<file path="src/rtl/i2c_mtx_pkg.sv">
package i2c_mtx_pkg;

    localparam int BIT_EN  = 6;
    localparam int BIT_STA = 5;
    localparam int BIT_STO = 4;
    localparam int BIT_SI  = 3;
    localparam int BIT_AA  = 2;

    localparam int ADR_SET  = 0;
    localparam int ADR_CLR  = 1;
    localparam int ADR_DATA = 2;
    localparam int ADR_STAT = 3;
    localparam int ADR_LO   = 4;
    localparam int ADR_HI   = 5;

    localparam logic [7:0] ST_START   = 8'h08;
    localparam logic [7:0] ST_RESTART = 8'h10;
    localparam logic [7:0] ST_ADR_ACK = 8'h18;
    localparam logic [7:0] ST_ADR_NAK = 8'h20;
    localparam logic [7:0] ST_DAT_ACK = 8'h28;
    localparam logic [7:0] ST_DAT_NAK = 8'h30;
    localparam logic [7:0] ST_ARB     = 8'h38;
    localparam logic [7:0] ST_IDLE    = 8'hF8;

    typedef enum logic [3:0] {
        E_IDLE, E_START, E_HOLD, E_BIT_LO, E_BIT_HI,
        E_RS_LO, E_RS_HI, E_STP_LO, E_STP_HI, E_STP_END
    } eng_st_e;

endpackage

</file>
<file path="src/rtl/i2c_mtx_regs.sv">
module i2c_mtx_regs
    import i2c_mtx_pkg::*;
#(
    parameter int AW     = 3,
    parameter int CW     = 8,
    parameter int DEF_LO = 4,
    parameter int DEF_HI = 4
) (
    input  logic          clk,
    input  logic          rst_n,
    input  logic          wr,
    input  logic [AW-1:0] addr,
    input  logic [7:0]    wdata,
    output logic [7:0]    rdata,
    input  logic [7:0]    status,
    input  logic          hw_set_si,
    input  logic          hw_clr_sta,
    input  logic          hw_clr_sto,
    output logic          en,
    output logic          sta,
    output logic          sto,
    output logic          si,
    output logic [7:0]    data,
    output logic [CW-1:0] lo_cnt,
    output logic [CW-1:0] hi_cnt
);

    typedef struct packed {
        logic          en;
        logic          sta;
        logic          sto;
        logic          si;
        logic          aa;
        logic [7:0]    data;
        logic [CW-1:0] lo;
        logic [CW-1:0] hi;
    } regs_t;

    regs_t r_d, r_q;
    logic [7:0] ctrl_view;

    always_comb begin
        r_d = r_q;
        if (wr && addr == AW'(ADR_SET)) begin
            r_d.en  = r_q.en  | wdata[BIT_EN];
            r_d.sta = r_q.sta | wdata[BIT_STA];
            r_d.sto = r_q.sto | wdata[BIT_STO];
            r_d.si  = r_q.si  | wdata[BIT_SI];
            r_d.aa  = r_q.aa  | wdata[BIT_AA];
        end
        if (wr && addr == AW'(ADR_CLR)) begin
            r_d.en  = r_q.en  & ~wdata[BIT_EN];
            r_d.sta = r_q.sta & ~wdata[BIT_STA];
            r_d.sto = r_q.sto & ~wdata[BIT_STO];
            r_d.si  = r_q.si  & ~wdata[BIT_SI];
            r_d.aa  = r_q.aa  & ~wdata[BIT_AA];
        end
        if (wr && addr == AW'(ADR_DATA)) r_d.data = wdata;
        if (wr && addr == AW'(ADR_LO))   r_d.lo   = wdata[CW-1:0];
        if (wr && addr == AW'(ADR_HI))   r_d.hi   = wdata[CW-1:0];
        // hardware events take precedence over a same-cycle software write
        if (hw_set_si)  r_d.si  = 1'b1;
        if (hw_clr_sta) r_d.sta = 1'b0;
        if (hw_clr_sto) r_d.sto = 1'b0;
    end

    always_ff @(posedge clk or negedge rst_n) begin
        if (!rst_n) begin
            r_q <= '{en: 1'b0, sta: 1'b0, sto: 1'b0, si: 1'b0, aa: 1'b0,
                     data: 8'h00, lo: CW'(DEF_LO), hi: CW'(DEF_HI)};
        end else begin
            r_q <= r_d;
        end
    end

    always_comb begin
        ctrl_view          = 8'h00;
        ctrl_view[BIT_EN]  = r_q.en;
        ctrl_view[BIT_STA] = r_q.sta;
        ctrl_view[BIT_STO] = r_q.sto;
        ctrl_view[BIT_SI]  = r_q.si;
        ctrl_view[BIT_AA]  = r_q.aa;
        rdata = 8'h00;
        if (addr == AW'(ADR_SET) || addr == AW'(ADR_CLR)) rdata = ctrl_view;
        if (addr == AW'(ADR_DATA)) rdata = r_q.data;
        if (addr == AW'(ADR_STAT)) rdata = status;
        if (addr == AW'(ADR_LO))   rdata = 8'(r_q.lo);
        if (addr == AW'(ADR_HI))   rdata = 8'(r_q.hi);
    end

    assign en     = r_q.en;
    assign sta    = r_q.sta;
    assign sto    = r_q.sto;
    assign si     = r_q.si;
    assign data   = r_q.data;
    assign lo_cnt = r_q.lo;
    assign hi_cnt = r_q.hi;

    // an event posted by the engine shows up as the flag one cycle later
    p_flag_posted_r5: assert property (@(posedge clk) disable iff (!rst_n)
        hw_set_si |=> r_q.si);

    // stop request is gone after the engine finishes a STOP
    p_stop_autoclr_r8: assert property (@(posedge clk) disable iff (!rst_n)
        hw_clr_sto |=> !r_q.sto);

endmodule

</file>
<file path="src/rtl/i2c_mtx_engine.sv">
module i2c_mtx_engine
    import i2c_mtx_pkg::*;
#(
    parameter int CW = 8
) (
    input  logic          clk,
    input  logic          rst_n,
    input  logic          en,
    input  logic          sta,
    input  logic          sto,
    input  logic          si,
    input  logic [7:0]    data,
    input  logic [CW-1:0] lo_cnt,
    input  logic [CW-1:0] hi_cnt,
    input  logic          scl_i,
    input  logic          sda_i,
    output logic          scl_oe,
    output logic          sda_oe,
    output logic          set_si,
    output logic          clr_sta,
    output logic          clr_sto,
    output logic [7:0]    status
);

    localparam int BIW = 4;
    localparam logic [BIW-1:0] ACK_SLOT = BIW'(8);

    typedef struct packed {
        eng_st_e        st;
        logic [CW-1:0]  cnt;
        logic [BIW-1:0] bidx;
        logic [7:0]     sh;
        logic [7:0]     stat;
        logic           first;
        logic           rep;
    } eng_t;

    eng_t e_d, e_q;
    logic cnt_zero;
    logic drive_bit;

    assign cnt_zero  = (e_q.cnt == '0);
    assign drive_bit = (e_q.bidx != ACK_SLOT) && !e_q.sh[7];

    always_comb begin
        e_d     = e_q;
        set_si  = 1'b0;
        clr_sta = 1'b0;
        clr_sto = 1'b0;
        if (!en) begin
            e_d.st = E_IDLE;
        end else begin
            case (e_q.st)
                E_IDLE: begin
                    if (sta && !si && scl_i && sda_i) begin
                        e_d.st  = E_START;
                        e_d.cnt = hi_cnt;
                        e_d.rep = 1'b0;
                    end
                end
                E_START: begin
                    if (scl_i) begin
                        if (cnt_zero) begin
                            set_si      = 1'b1;
                            clr_sta     = 1'b1;
                            e_d.stat    = e_q.rep ? ST_RESTART : ST_START;
                            e_d.first   = 1'b1;
                            e_d.st      = E_HOLD;
                        end else begin
                            e_d.cnt = e_q.cnt - 1'b1;
                        end
                    end
                end
                E_HOLD: begin
                    if (!si) begin
                        e_d.cnt = lo_cnt;
                        if (sto) begin
                            e_d.st = E_STP_LO;
                        end else if (sta) begin
                            e_d.st = E_RS_LO;
                        end else begin
                            e_d.st   = E_BIT_LO;
                            e_d.sh   = data;
                            e_d.bidx = '0;
                        end
                    end
                end
                E_BIT_LO, E_RS_LO, E_STP_LO: begin
                    if (cnt_zero) begin
                        e_d.cnt = hi_cnt;
                        case (e_q.st)
                            E_BIT_LO: e_d.st = E_BIT_HI;
                            E_RS_LO:  e_d.st = E_RS_HI;
                            default:  e_d.st = E_STP_HI;
                        endcase
                    end else begin
                        e_d.cnt = e_q.cnt - 1'b1;
                    end
                end
                E_BIT_HI: begin
                    if (scl_i) begin
                        if (!cnt_zero) begin
                            e_d.cnt = e_q.cnt - 1'b1;
                        end else if (e_q.bidx == ACK_SLOT) begin
                            set_si    = 1'b1;
                            e_d.first = 1'b0;
                            e_d.st    = E_HOLD;
                            if (e_q.first) e_d.stat = sda_i ? ST_ADR_NAK : ST_ADR_ACK;
                            else           e_d.stat = sda_i ? ST_DAT_NAK : ST_DAT_ACK;
                        end else if (e_q.sh[7] && !sda_i) begin
                            set_si   = 1'b1;
                            e_d.stat = ST_ARB;
                            e_d.st   = E_IDLE;
                        end else begin
                            e_d.sh   = {e_q.sh[6:0], 1'b0};
                            e_d.bidx = e_q.bidx + 1'b1;
                            e_d.cnt  = lo_cnt;
                            e_d.st   = E_BIT_LO;
                        end
                    end
                end
                E_RS_HI: begin
                    if (scl_i) begin
                        if (cnt_zero) begin
                            e_d.st  = E_START;
                            e_d.cnt = hi_cnt;
                            e_d.rep = 1'b1;
                        end else begin
                            e_d.cnt = e_q.cnt - 1'b1;
                        end
                    end
                end
                E_STP_HI: begin
                    if (scl_i) begin
                        if (cnt_zero) begin
                            e_d.st  = E_STP_END;
                            e_d.cnt = hi_cnt;
                        end else begin
                            e_d.cnt = e_q.cnt - 1'b1;
                        end
                    end
                end
                E_STP_END: begin
                    if (cnt_zero) begin
                        clr_sto  = 1'b1;
                        e_d.stat = ST_IDLE;
                        e_d.st   = E_IDLE;
                    end else begin
                        e_d.cnt = e_q.cnt - 1'b1;
                    end
                end
                default: e_d.st = E_IDLE;
            endcase
        end
    end

    always_ff @(posedge clk or negedge rst_n) begin
        if (!rst_n) begin
            e_q <= '{st: E_IDLE, cnt: '0, bidx: '0, sh: 8'h00,
                     stat: ST_IDLE, first: 1'b0, rep: 1'b0};
        end else begin
            e_q <= e_d;
        end
    end

    always_comb begin
        scl_oe = 1'b0;
        sda_oe = 1'b0;
        case (e_q.st)
            E_START:   begin scl_oe = 1'b0; sda_oe = 1'b1;      end
            E_HOLD:    begin scl_oe = 1'b1; sda_oe = 1'b0;      end
            E_BIT_LO:  begin scl_oe = 1'b1; sda_oe = drive_bit; end
            E_BIT_HI:  begin scl_oe = 1'b0; sda_oe = drive_bit; end
            E_RS_LO:   begin scl_oe = 1'b1; sda_oe = 1'b0;      end
            E_STP_LO:  begin scl_oe = 1'b1; sda_oe = 1'b1;      end
            E_STP_HI:  begin scl_oe = 1'b0; sda_oe = 1'b1;      end
            default:   begin scl_oe = 1'b0; sda_oe = 1'b0;      end
        endcase
    end

    assign status = e_q.stat;

    // disabling releases the bus on the next cycle
    p_disable_release_r3: assert property (@(posedge clk) disable iff (!rst_n)
        !en |=> (!scl_oe && !sda_oe));

    // a completed START reports one of the two start codes
    p_start_code_r3: assert property (@(posedge clk) disable iff (!rst_n)
        (e_q.st == E_START && set_si) |=> (status == ST_START || status == ST_RESTART));

    // while the flag is pending the engine stays put with SCL low
    p_stall_hold_r4: assert property (@(posedge clk) disable iff (!rst_n)
        (e_q.st == E_HOLD && si && en) |=> (e_q.st == E_HOLD && scl_oe));

    // the ninth clock of a first byte reports an address code
    p_addr_code_r5: assert property (@(posedge clk) disable iff (!rst_n)
        (e_q.st == E_BIT_HI && set_si && e_q.first && e_q.bidx == ACK_SLOT)
        |=> (status == ST_ADR_ACK || status == ST_ADR_NAK));

    // a lost bit releases both lines and reports arbitration loss
    p_arb_release_r9: assert property (@(posedge clk) disable iff (!rst_n)
        (e_q.st == E_BIT_HI && set_si && e_q.bidx != ACK_SLOT)
        |=> (!scl_oe && !sda_oe && status == ST_ARB));

endmodule

</file>
<file path="src/rtl/i2c_mtx_ctrl.sv">
module i2c_mtx_ctrl
    import i2c_mtx_pkg::*;
#(
    parameter int AW     = 3,
    parameter int CW     = 8,
    parameter int DEF_LO = 4,
    parameter int DEF_HI = 4
) (
    input  logic          clk,
    input  logic          rst_n,
    input  logic          reg_wr,
    input  logic [AW-1:0] reg_addr,
    input  logic [7:0]    reg_wdata,
    output logic [7:0]    reg_rdata,
    input  logic          scl_i,
    input  logic          sda_i,
    output logic          scl_oe,
    output logic          sda_oe
);

    logic          en, sta, sto, si;
    logic [7:0]    data;
    logic [CW-1:0] lo_cnt, hi_cnt;
    logic          set_si, clr_sta, clr_sto;
    logic [7:0]    status;

    i2c_mtx_regs #(.AW(AW), .CW(CW), .DEF_LO(DEF_LO), .DEF_HI(DEF_HI)) u_regs (
        .clk        (clk),
        .rst_n      (rst_n),
        .wr         (reg_wr),
        .addr       (reg_addr),
        .wdata      (reg_wdata),
        .rdata      (reg_rdata),
        .status     (status),
        .hw_set_si  (set_si),
        .hw_clr_sta (clr_sta),
        .hw_clr_sto (clr_sto),
        .en         (en),
        .sta        (sta),
        .sto        (sto),
        .si         (si),
        .data       (data),
        .lo_cnt     (lo_cnt),
        .hi_cnt     (hi_cnt)
    );

    i2c_mtx_engine #(.CW(CW)) u_eng (
        .clk     (clk),
        .rst_n   (rst_n),
        .en      (en),
        .sta     (sta),
        .sto     (sto),
        .si      (si),
        .data    (data),
        .lo_cnt  (lo_cnt),
        .hi_cnt  (hi_cnt),
        .scl_i   (scl_i),
        .sda_i   (sda_i),
        .scl_oe  (scl_oe),
        .sda_oe  (sda_oe),
        .set_si  (set_si),
        .clr_sta (clr_sta),
        .clr_sto (clr_sto),
        .status  (status)
    );

endmodule

</file>
<file path="config.mk">
export PLATFORM = sky130hd
export DESIGN_NAME = i2c_mtx_ctrl
export DESIGN_NICKNAME = d
export VERILOG_FILES = /design/src/rtl/i2c_mtx_pkg.sv /design/src/rtl/i2c_mtx_regs.sv /design/src/rtl/i2c_mtx_engine.sv /design/src/rtl/i2c_mtx_ctrl.sv
export SDC_FILE = /design/constraint.sdc
export NUM_CORES = 1
export LEC_CHECK = 0
export BUFFER_PORTS_ARGS = -buffer_cell sky130_fd_sc_hd__buf_2
export CORE_ASPECT_RATIO = 1.1
export CORE_MARGIN = 2
export CORE_UTILIZATION = 55
export CTS_BUF_LIST = sky130_fd_sc_hd__clkbuf_8
export DETAILED_ROUTE_END_ITERATION = 8
export HOLD_SLACK_MARGIN = 0.03
export PLACE_DENSITY = 0.81
export SLEW_MARGIN = 10
export SYNTH_ARGS = -nofsm -noshare
export SYNTH_HDL_FRONTEND = slang
export SYNTH_SLANG_ARGS = --single-unit
</file>
<file path="constraint.sdc">
create_clock -name clk -period 4.1 [get_ports clk]
set_clock_uncertainty 0.05 [all_clocks]
set_input_delay 0.615 -clock clk [delete_from_list [all_inputs] [get_ports clk]]
set_output_delay 0.615 -clock clk [all_outputs]
set_load 0.02 [all_outputs]
</file>
Word level (Yosys, flattened, before mapping) --
Cells that the tools add are included.
Storage, ports and cells: register bits after elaboration 63, input port bits 16
Operators by class: reduce and logical (&&, ||, !) cells 36, equality and inequality tests 46, muxes and demuxes 69, add/subtract/negate cells 2, bitwise logic cells 15
Operators by type and width (count):
- 8-bit two-way mux | 11
- 12-bit two-way mux | 6
- 8-bit case mux with 8 select lines | 1
- 20-bit two-way mux | 2
- 33-bit two-way mux | 1
- 4-bit two-way mux | 8
- 4-bit case mux with 8 select lines | 1
- 24-bit two-way mux | 1
- 12-bit case mux with 2 select lines | 1
- 8-bit case mux with 3 select lines | 1
- 21-bit two-way mux | 1
- 3-bit by 2-bit != test with 1-bit output, second input constant | 7
- 3-bit != test, second input constant | 7
- 5-bit two-way mux | 4
- 1-bit two-way mux | 19
- 9-bit two-way mux | 2
- 2-bit != test, second input constant | 9
- 4-bit by 3-bit equality test with 1-bit output, second input constant | 4
- 4-bit equality test, second input constant | 3
- 2-bit by 1-bit != test with 1-bit output, second input constant | 6
- 12-bit AND reduction | 1
- 3-bit nonzero test | 4
- 1-bit logical AND | 10
- 10-bit AND reduction | 1
- 32 further kinds | 57

Logic depth before layout (Yosys ltp) --
Gate-level depths: netlist of the first run.
depth after elaboration 9, mapped depth 10, depth with buffers taken out 7

By module --
A second synthesis of the first run with hierarchy kept.
Second synthesis, totals: cells, all modules 394, area total of the unflattened synthesis 3748.6 sq um
Modules (own cells, without submodules):
- i2c_mtx_engine | times used 1, cells each 278, area each 2282.2 sq um
- i2c_mtx_regs | times used 1, cells each 116, area each 1466.4 sq um

Least setup slack after synthesis of the first run --
Ideal clock, no wire load.
path type in2out, start in reg_addr[0], end out reg_rdata[2], stages 6, setup slack 1338 ps, data arrival time 2097 ps, path through clkbuf_1 > buf_1 > nor2_1 > a211oi_1 > a31oi_1 > o21ai_0
On the way: cells in the longest elaborated chain, start to end 7, elaborated cells on any way between the ends 12
Ends and longest elaborated chain:
- from (decl) | line i2c_mtx_ctrl.sv:12 | input logic [AW-1:0] reg_addr,
- 3-bit by 1-bit equality test with 1-bit output / 3-bit logical NOT (equally long branches) | line i2c_mtx_regs.sv:84 | if (addr == AW'(ADR_SET) || addr == AW'(ADR_CLR)) rdata = ctrl_view;
- 1-bit logical OR | line i2c_mtx_regs.sv:84
- 7-bit two-way mux | line i2c_mtx_regs.sv:84
- 8-bit two-way mux | line i2c_mtx_regs.sv:85 | if (addr == AW'(ADR_DATA)) rdata = r_q.data;
- 8-bit two-way mux | line i2c_mtx_regs.sv:86 | if (addr == AW'(ADR_STAT)) rdata = status;
- 8-bit two-way mux | line i2c_mtx_regs.sv:87 | if (addr == AW'(ADR_LO)) rdata = 8'(r_q.lo);
- 8-bit two-way mux * | line i2c_mtx_regs.sv:88 | if (addr == AW'(ADR_HI)) rdata = 8'(r_q.hi);
- to (decl) | line i2c_mtx_ctrl.sv:14 | output logic [7:0] reg_rdata,
Every way passes the cells marked *; elsewhere a longest branch is shown, timed or not.

Final worst setup path of the first run --
start reg u_eng.e_q[32] (netlist name), end reg u_eng.e_q[22] (netlist name)
On the way: cells in the longest elaborated chain, start to end 4, elaborated cells on any way between the ends 22
Ends and longest elaborated chain:
- from (decl) | line i2c_mtx_engine.sv:38 | eng_t e_d, e_q;
- from (signal assigned) | line i2c_mtx_engine.sv:159 | e_q <= '{st: E_IDLE, cnt: '0, bidx: '0, sh: 8'h00,
- 4-bit by 3-bit equality test with 1-bit output / 4-bit by 2-bit equality test with 1-bit output (equally long branches) | line i2c_mtx_engine.sv:53 | case (e_q.st)
- 3-bit OR reduction | line i2c_mtx_engine.sv:53
- 8-bit nonzero test (no source line)
- 10-bit AND reduction (no source line)
Parallel ways exist; a longest one is shown, timed or not. A chain may end at the register's enable or synchronous reset.

==> results_dict.tcl, run 1 <==
set metrics [dict create \
    syn_nets 389 \
    grt.overflow.total 0 \
    cts_hold_buffers 0 \
    grt_first_pass_wirelength_mm 13.80 \
    peakVddDrop_mv 0.3236 \
    synth-simple-area-share 0.1712 \
    setup_viol 0 \
    area.growth.synth_to_final_pct 8.175 \
    yosys-top-cells-area "dfrtp_1, mux2_2, mux2i_1, dfstp_2, o21ai_0" \
    synth.cell_area_um2 3551 \
    io_pins 26 \
    numCtsBuffers 9 \
    yosysTopAreaCellShare 0.3735 \
    timing.rr.start "u_eng.e_q[32]" \
    coreArea_um2 6193 \
    yosysUniqueCellTypes 61 \
    rsz0062_at_grt "no" \
    grt_usage 0.2501 \
    path_delay_family "simple AND/OR/NAND/NOR gates" \
    die_area_um2 7115 \
    seq_area_frac_synth 0.4179 \
    relSlewSlack 0.3990 \
    synth_cells 369 \
    grt_max_degree 40 \
    cts_setup_buffers 0 \
    synth_top_family_by_area "compound AO/OA/AOI/OAI gates" \
    crit_path_end_kind "flop" \
    avgRoutedWirePerCell_um 17.55 \
    timing.final.crit_share 0.6569 \
    clockBufferDepth 2 \
    synth_edf_count 0 \
    h-tree-depth 3 \
    fillers 513 \
    setup_ws_ps 1407 \
    cap_violations 0 \
    max_freq_mhz 371.3 \
    wl_mm 8.179 \
    fin_cells 466 \
    drc 0 \
    root_buffer "clkbuf_8" \
    cts_tree "built" \
    grt_pass1_vias 2716 \
    vias 2978 \
    synth_xor_xnor_area_share 0 \
    antenna_found_initial 0 \
    critPathMaxFanout 26 \
    dr.pass1.iters 5 \
    antenna_cells 0 \
    critPathLaunchType "flop" \
    synthMuxAreaShare 0.1505 \
    start_util 0.5733 \
    cts_resized 0 \
    async_flop_share 1.000 \
    powerDensity_nw_per_um2 533.6 \
    ys_ff_latch 59 \
    path_cells "or4b_1 > a21oi_1 > o21a_1 > or2_1 > mux2i_1" \
    dp_hpwl_mm 5.800 \
    dp.cells 450 \
    drv_slew 0 \
    period_minus_slack_ps 2693 \
    worstSkewPairLatency_ps 330 \
    drive_gt1_frac 0.2176 \
    post-place-ws_ps 1494 \
    cts_sinks 59 \
    critPathSlowestCell "dfrtp_1" \
    slowest_delay_ps 790 \
    tightest_slew_ps 899.6 \
    rows 30 \
    synthAdderAreaFrac 0.01409 \
    startpoint "u_eng.e_q[32]" \
    yosys.area.top_type "dfrtp_1" \
    hp-class "input port to async pin" \
    hold_violations 0 \
    nets 401 \
    ys.flop_type "dfrtp_1" \
    crit_buf_inv 0 \
    status "completed" \
    yosysWarnings 0 \
    avgSynthCellArea_um2 9.623 \
    synth-compound-area-share 0.1963 \
    via_per_inst 6.391 \
    die_w_um 80.61 \
    die_h_um 88.27 \
    clk_pin_slew_worst_paths_ps 70 \
    fin_tns_setup_ps 0 \
    dr.first_iter.drc_count 410 \
    gp_congestion 0.9043 \
    portBuffers 25 \
    critPathKind "flop to flop" \
    crit_required_ps 4310 \
    holdWs_ps 181.4 \
    final_antenna_net_count 0 \
    worst_ep_arrival_time_ps 2900 \
    p_leak_nw 1.615 \
    power_mw 2.050 \
]
-- synth_stat cells, types with 3 or more instances --
cell type,number
buf_2,7
mux2_2,27
nand3b_1,3
or4b_1,3
o31ai_1,5
o21a_1,6
nor2_1,23
nor3b_1,5
o21ai_0,31
mux2i_1,23
nand3_1,5
a21oi_1,25
a31oi_1,6
clkbuf_1,13
o21ai_1,5
nor4_1,4
nand2_1,24
o22ai_1,6
ha_1,4
and3b_1,3
dfrtp_1,53
buf_1,3
inv_1,14
a2bb2oi_1,3
nand2b_1,5
a222oi_1,3
dfstp_2,6
nor3_1,9
a221oi_1,5
-- final cells by class --
cell class | instances | area, um^2 | area share
multi-input cells | 270 | 1889 | 0.4919
flip-flops and latches | 59 | 1484 | 0.3863
repair buffers | 27 | 140.1 | 0.03648
well taps | 80 | 100.1 | 0.02606
clock inverters | 5 | 23.77 | 0.006189
inverters | 14 | 52.55 | 0.01368
clock buffers | 11 | 151.4 | 0.03941
-- worst paths after layout --
| kind | end | slack (ps) | cells after the start |
|---|---|---|---|
| max | u_eng.e_q[22] | 1410 | 5 |
| min | u_eng.e_q[14] | 180 | 1 |
| max reg2reg | u_eng.e_q[22] | 1410 | 5 |
| min reg2reg | u_eng.status[3] | 420 | 2 |
| max in group asynchronous | u_eng.status[6] | 2940 | 2 |
| min in group clk | u_eng.status[3] | 420 | 2 |
-- where the power goes --
part / internal [mW] / total (mW) / switching [mW]
Sequential: 0.741 / 0.918 / 0.177
Combinational: 0.293 / 0.663 / 0.370
Clock: 0.245 / 0.468 / 0.224
-- logic make-up (layout without fill, tap and decap cells) --
| group | count (synthesis) | after routing |
|---|---|---|
| AO/OA/AOI/OAI | 110 | 110 |
| adder cells (fa/ha/maj) | 4 | 4 |
| buffers and inverters | 40 | 57 |
| flip-flops | 59 | 59 |
| multiplexers | 50 | 50 |
| AND/OR/NAND/NOR | 106 | 106 |
-- layout by cell type, fill, tap and decap left out, drive strengths merged, types with 4 or more instances in the layout --
cell type and count:
clkbuf 11, nor4 4, dfstp 6, mux2 27, o31ai 5, o21a 6, inv 17, buf 27
nand3 5, nor3b 6, ha 4, o22ai 6, nor3 11, a31oi 6, o21ai 36, nor2 24
nand2b 5, dfrtp 53, a21oi 26, a221oi 5, mux2i 23, nand2 24
-- flip-flops by register name, indices dropped and copies added (netlist names), named ones only --
name and cells:
u_regs.sto 1, u_regs.sta 1, u_regs.lo_cnt 8, u_eng.status 4, u_regs.data 8, u_eng.e_q 26
u_regs.si 1, u_regs.hi_cnt 8
-- through the flow --
stage,instance area (um^2),utilization
after floorplan,3551,-
after global placement,3666,0.5919
after detailed placement,3666,0.5919
after CTS,3841,0.6202
after global routing,3841,0.6202
final,3841,0.6202
-- layer usage --
metal / routed length [um] / GRT usage
met2: 3969 / 0.3917
met5: 0 / 0
met4: 129 / 0.08012
met3: 410 / 0.03878
met1: 3671 / 0.3608
Power figures use the tool's default switching activity.
==> inputs of run 2 (changes only) <==
Clock period 4.1 ns to 2.65 ns, I/O delays scaled along.
==> run 2 against run 1 <==
Cell area rose by 1.9%. Clock power rose by 66%. Clock-buffer cell count fell by 2. Maximum frequency increased by 9.9%. Sequential power rose by 53%. Combinational power increased by 63%. Sequential share of layout area shrank 0.72 points. Cell count increased by 1.7%. First-iteration DRC count shrank 24%. Highest routed layer unchanged. Largest cell class unchanged.
==> results_dict.tcl, run 2 (synthesis gave the netlist of run 1 again) <==
set metrics [dict create \
    status "completed" \
    clk_pin_slew_worst_paths_ps 80 \
    drc 0 \
    wl_mm 8.492 \
    avgRoutedWirePerCell_um 17.92 \
    critPathKind "flop to flop" \
    max_freq_mhz 407.9 \
    area.growth.synth_to_final_pct 10.22 \
    worst_ep_arrival_time_ps 2600 \
    p_leak_nw 1.664 \
    critPathSlowestCell "or4b_1" \
    grt_first_pass_wirelength_mm 13.96 \
    root_buffer "clkbuf_8" \
    die_h_um 88.27 \
    slowest_delay_ps 680 \
    vias 3053 \
    critPathMaxFanout 8 \
    rrSetupSlack_ps 200 \
    relSlewSlack 0.5068 \
    nets 409 \
    numCtsBuffers 9 \
    final_cell_mix "dfrtp_1, o21ai_0, mux2_2, a21oi_1, buf_2" \
    cp.depth 7 \
    worstSkewPairLatency_ps 340 \
    coreArea_um2 6193 \
    h-tree-depth 3 \
    timing.final.crit_share 0.9251 \
    drv_slew 0 \
    powerDensity_nw_per_um2 833.3 \
    largest_reg_flops 26 \
    dr.pass1.iters 5 \
    r2r_cells 7 \
    via_per_inst 6.441 \
    crit_required_ps 2800 \
    hp-class "input port to async pin" \
    critPathLaunchType "flop" \
    rows 30 \
    grt_usage 0.2589 \
    path_delay_family "simple AND/OR/NAND/NOR gates" \
    crit_buf_inv 1 \
    tightest_slew_ps 739.8 \
    cap_violations 0 \
    hold_violations 0 \
    period_minus_slack_ps 2452 \
    dp_hpwl_mm 6.040 \
    fin_cells 474 \
    dp.cells 458 \
    grt_max_degree 60 \
    grt.overflow.total 0 \
    timing.rr.start "u_eng.e_q[22]" \
    antenna_cells 0 \
    top_register "u_eng.e_q" \
    grt_pass1_vias 2844 \
    setup_viol 0 \
    start_util 0.5733 \
    regToRegEndpoint "u_eng.e_q[28]" \
    die_w_um 80.61 \
    rsz0062_at_grt "no" \
    cts_tree "built" \
    dr.first_iter.drc_count 311 \
    holdWs_ps 141.0 \
    final_antenna_net_count 0 \
    crit_path_end_kind "flop" \
    power_mw 3.261 \
    path_cells "inv_1 > ha_1 > or3b_4 > a211oi_1 > or4b_1 > a222oi_1 > o21ai_0" \
    drive_gt1_frac 0.2386 \
    io_pins 26 \
    gp_congestion 0.8614 \
    fin_tns_setup_ps 0 \
    antenna_found_initial 0 \
    final_common_cell "dfrtp_1" \
    portBuffers 25 \
    die_area_um2 7115 \
    cts_sinks 59 \
    peakVddDrop_mv 0.4800 \
    clockBufferDepth 2 \
]
[run 2: cell types whose count changed in the layout (fill, tap and decap cells not counted), sizes merged]
| cell | previous run | this run |
|---|---|---|
| buf | 27 | 35 |
| bufinv | 0 | 1 |
| clkbuf | 11 | 9 |
| clkinv | 1 | 3 |
| clkinvlp | 1 | 0 |
[run 2: timing repair]
action,4_1_cts,5_1_grt
resized for setup,0,1
hold buffers,0,0
setup buffers,0,0
endpoints found under the setup margin,0,1
[run 2: per-layer routing]
metal  part of all wire  vias up  GRT usage  routed length [um]
met2               0.49      132     0.4136                4173
met3              0.065       16    0.04796                 554
li1                   -     1418          -                   -
met4              0.023        0     0.1341                 192
met5                  0        -          0                   0
met1               0.42     1487     0.3391                3572
[run 2: area by class of cell]
cell class	count	area [um^2]
fillers	493	2280
multi-input cells	270	1892
flip-flops and latches	59	1484
repair buffers	35	200.2
clock buffers	9	123.9
well taps	80	100.1
clock inverters	7	61.31
inverters	14	52.55
[run 2: worst max path at each step]
stage,from,endpoint,slack (ps)
floorplan,reg_addr[0],reg_rdata[2],320
detailed placement,u_eng.e_q[22],u_eng.e_q[27],150
finish,u_eng.e_q[22],u_eng.e_q[28],200
global placement,u_eng.e_q[22],u_eng.e_q[29],240
global route,u_eng.e_q[31],u_eng.e_q[21],40
CTS,u_eng.e_q[22],u_eng.e_q[28],120
[run 2: where the power goes]
| group | total (mW) | internal [mW] | leakage (nW) | switching, mW |
|---|---|---|---|---|
| clock network | 0.779 | 0.425 | 0.106 | 0.354 |
| logic | 1.08 | 0.472 | 0.828 | 0.612 |
| registers | 1.40 | 1.15 | 0.730 | 0.252 |
| total | 3.26 | 2.04 | 1.66 | 1.22 |
[run 2: per-stage QoR]
step	area, um^2	utilization	worst slack (ps)
after global placement	3726	0.6016	242.4
after floorplan	3551	-	323.1
after global routing	3914	0.6319	36.25
final	3914	0.6319	198.5
after detailed placement	3726	0.6016	145.3
after CTS	3911	0.6315	124.5
==> inputs of run 3 (changes only) <==
Settings changed: BUFFER_PORTS_ARGS -buffer_cell sky130_fd_sc_hd__buf_2 to -buffer_cell sky130_fd_sc_hd__buf_4, PLACE_DENSITY 0.81 to default, PLACE_DENSITY_LB_ADDON from default to 0.2.
==> run 3 against run 2 <==
Total power up 2.5%. Clock power up 7.7%. Sequential share of layout area down 0.91 points. Maximum frequency up 1.7%. Combinational power about the same. Non-clock buffer count up 2. Register-to-register slack better by 40 ps. Critical path type unchanged.
==> results_dict.tcl, run 3 (synthesis gave the netlist of run 1 again) <==
set metrics [dict create \
    clk_pin_slew_worst_paths_ps 70 \
    critPathLaunchType "flop" \
    numCtsBuffers 9 \
    top_register "u_eng.e_q" \
    area.growth.synth_to_final_pct 12.93 \
    portBuffers 25 \
    register_area_um2 1484 \
    dr.first_iter.drc_count 263 \
    fillers 515 \
    antenna_found_initial 0 \
    period_minus_slack_ps 2411 \
    tightest_slew_ps 740.5 \
    final_cell_mix "dfrtp_1, buf_4, o21ai_0, mux2_2, a21oi_1" \
    grt.overflow.total 0 \
    die_w_um 80.61 \
    final_antenna_net_count 0 \
    via_per_inst 6.296 \
    gp_congestion 0.8629 \
    hold_violations 0 \
    dr.pass1.iters 6 \
    path_cells "inv_1 > ha_1 > or3b_4 > a211oi_1 > or4b_1 > a222oi_1 > o22ai_1" \
    powerDensity_nw_per_um2 833.9 \
    grt_usage 0.2636 \
    antenna_cells 0 \
    holdWs_ps 60.53 \
    rrSetupSlack_ps 240 \
    grt_first_pass_wirelength_mm 14.21 \
    setup_viol 0 \
    worst_ep_arrival_time_ps 2580 \
    cts_tree "built" \
    wl_mm 8.603 \
    cap_violations 0 \
    grt_max_degree 60 \
    slowest_delay_ps 670 \
    cts_resized 0 \
    crit_required_ps 2810 \
    cts_sinks 59 \
    cts_setup_buffers 0 \
    worstSkewPairLatency_ps 340 \
    drv_slew 0 \
    grt_pass1_vias 2870 \
    dp_hpwl_mm 5.990 \
    drc 0 \
    coreArea_um2 6193 \
    rows 30 \
    die_h_um 88.27 \
    path_delay_family "simple AND/OR/NAND/NOR gates" \
    hp-class "input port to async pin" \
    avgRoutedWirePerCell_um 18.07 \
    nets 411 \
    start_util 0.5733 \
    multi_input_area_um2 1892 \
    crit_path_end_kind "flop" \
    final_common_cell "dfrtp_1" \
    p_leak_nw 1.694 \
    max_freq_mhz 414.8 \
    status "completed" \
    critPathSlowestCell "or4b_1" \
    vias 2997 \
    clockBufferDepth 2 \
    cts_hold_buffers 0 \
    root_buffer "clkbuf_8" \
    relSlewSlack 0.5063 \
    peakVddDrop_mv 0.5181 \
    fin_tns_setup_ps 0 \
    drive_gt1_frac 0.2449 \
    io_pins 26 \
    critPathMaxFanout 8 \
    crit_buf_inv 1 \
    h-tree-depth 3 \
    rsz0062_at_grt "no" \
    timing.final.crit_share 0.9096 \
    critPathKind "flop to flop" \
    die_area_um2 7115 \
    largest_reg_flops 26 \
]
run 3: cell count changes in the layout (fill, tap and decap cells not counted):
cell / delta
buf_2: -25
inv_1: -1
clkinv_2: -1
inv_6: -1
clkbuf_8: +2
buf_4: +27
clkinv_4: +1
run 3: layout make-up:
type | instances | share of cell area
clock buffer | 11 | 0.03775
clock inverter | 5 | 0.01310
inverter | 14 | 0.01310
multi-input combinational | 270 | 0.4718
sequential | 59 | 0.3700
tap | 80 | 0.02496
timing repair buffer | 37 | 0.06927
run 3: report_power, final:
| group | total (mW) | leakage [nW] | internal [mW] | switching [mW] |
|---|---|---|---|---|
| sequential | 1.40 | 0.730 | 1.15 | 0.249 |
| clock | 0.839 | 0.110 | 0.480 | 0.359 |
| combinational | 1.11 | 0.854 | 0.500 | 0.610 |
run 3: per-layer routing:
layer / routed length, um / track usage / up-vias / part of all wire
met1: 3975 / 0.3674 / 1472 / 0.46
met2: 4079 / 0.4182 / 85 / 0.47
met3: 340 / 0.03061 / 15 / 0.040
met5: 0 / 0 / - / 0
met4: 208 / 0.1171 / 0 / 0.024
li1: - / - / 1425 / -
run 3: worst paths after layout:
kind                                         to             from  cells past startpoint
worst min register to register  u_eng.status[3]  u_eng.status[3]                      2
worst max register to register    u_eng.e_q[29]    u_eng.e_q[22]                      7
worst min-delay path              u_eng.e_q[16]            rst_n                      1
worst max-delay path              u_eng.e_q[29]    u_eng.e_q[22]                      7
min in group clk                           flop     reg_wdata[6]                      2
max in group asynchronous            u_regs.sta            rst_n                      1
run 3: metrics by stage:
step	area, um^2	setup slack [ps]	instances	utilization	power, mW
5_1_grt	4010	42.90	476	0.6475	3.547
3_3_place_gp	3804	232.9	460	0.6141	2.456
3_5_place_dp	3804	183.6	460	0.6141	2.484
6_report	4010	239.4	476	0.6475	3.344
4_1_cts	4008	162.3	476	0.6471	3.326
2_1_floorplan	3551	323.1	369	-	2.189
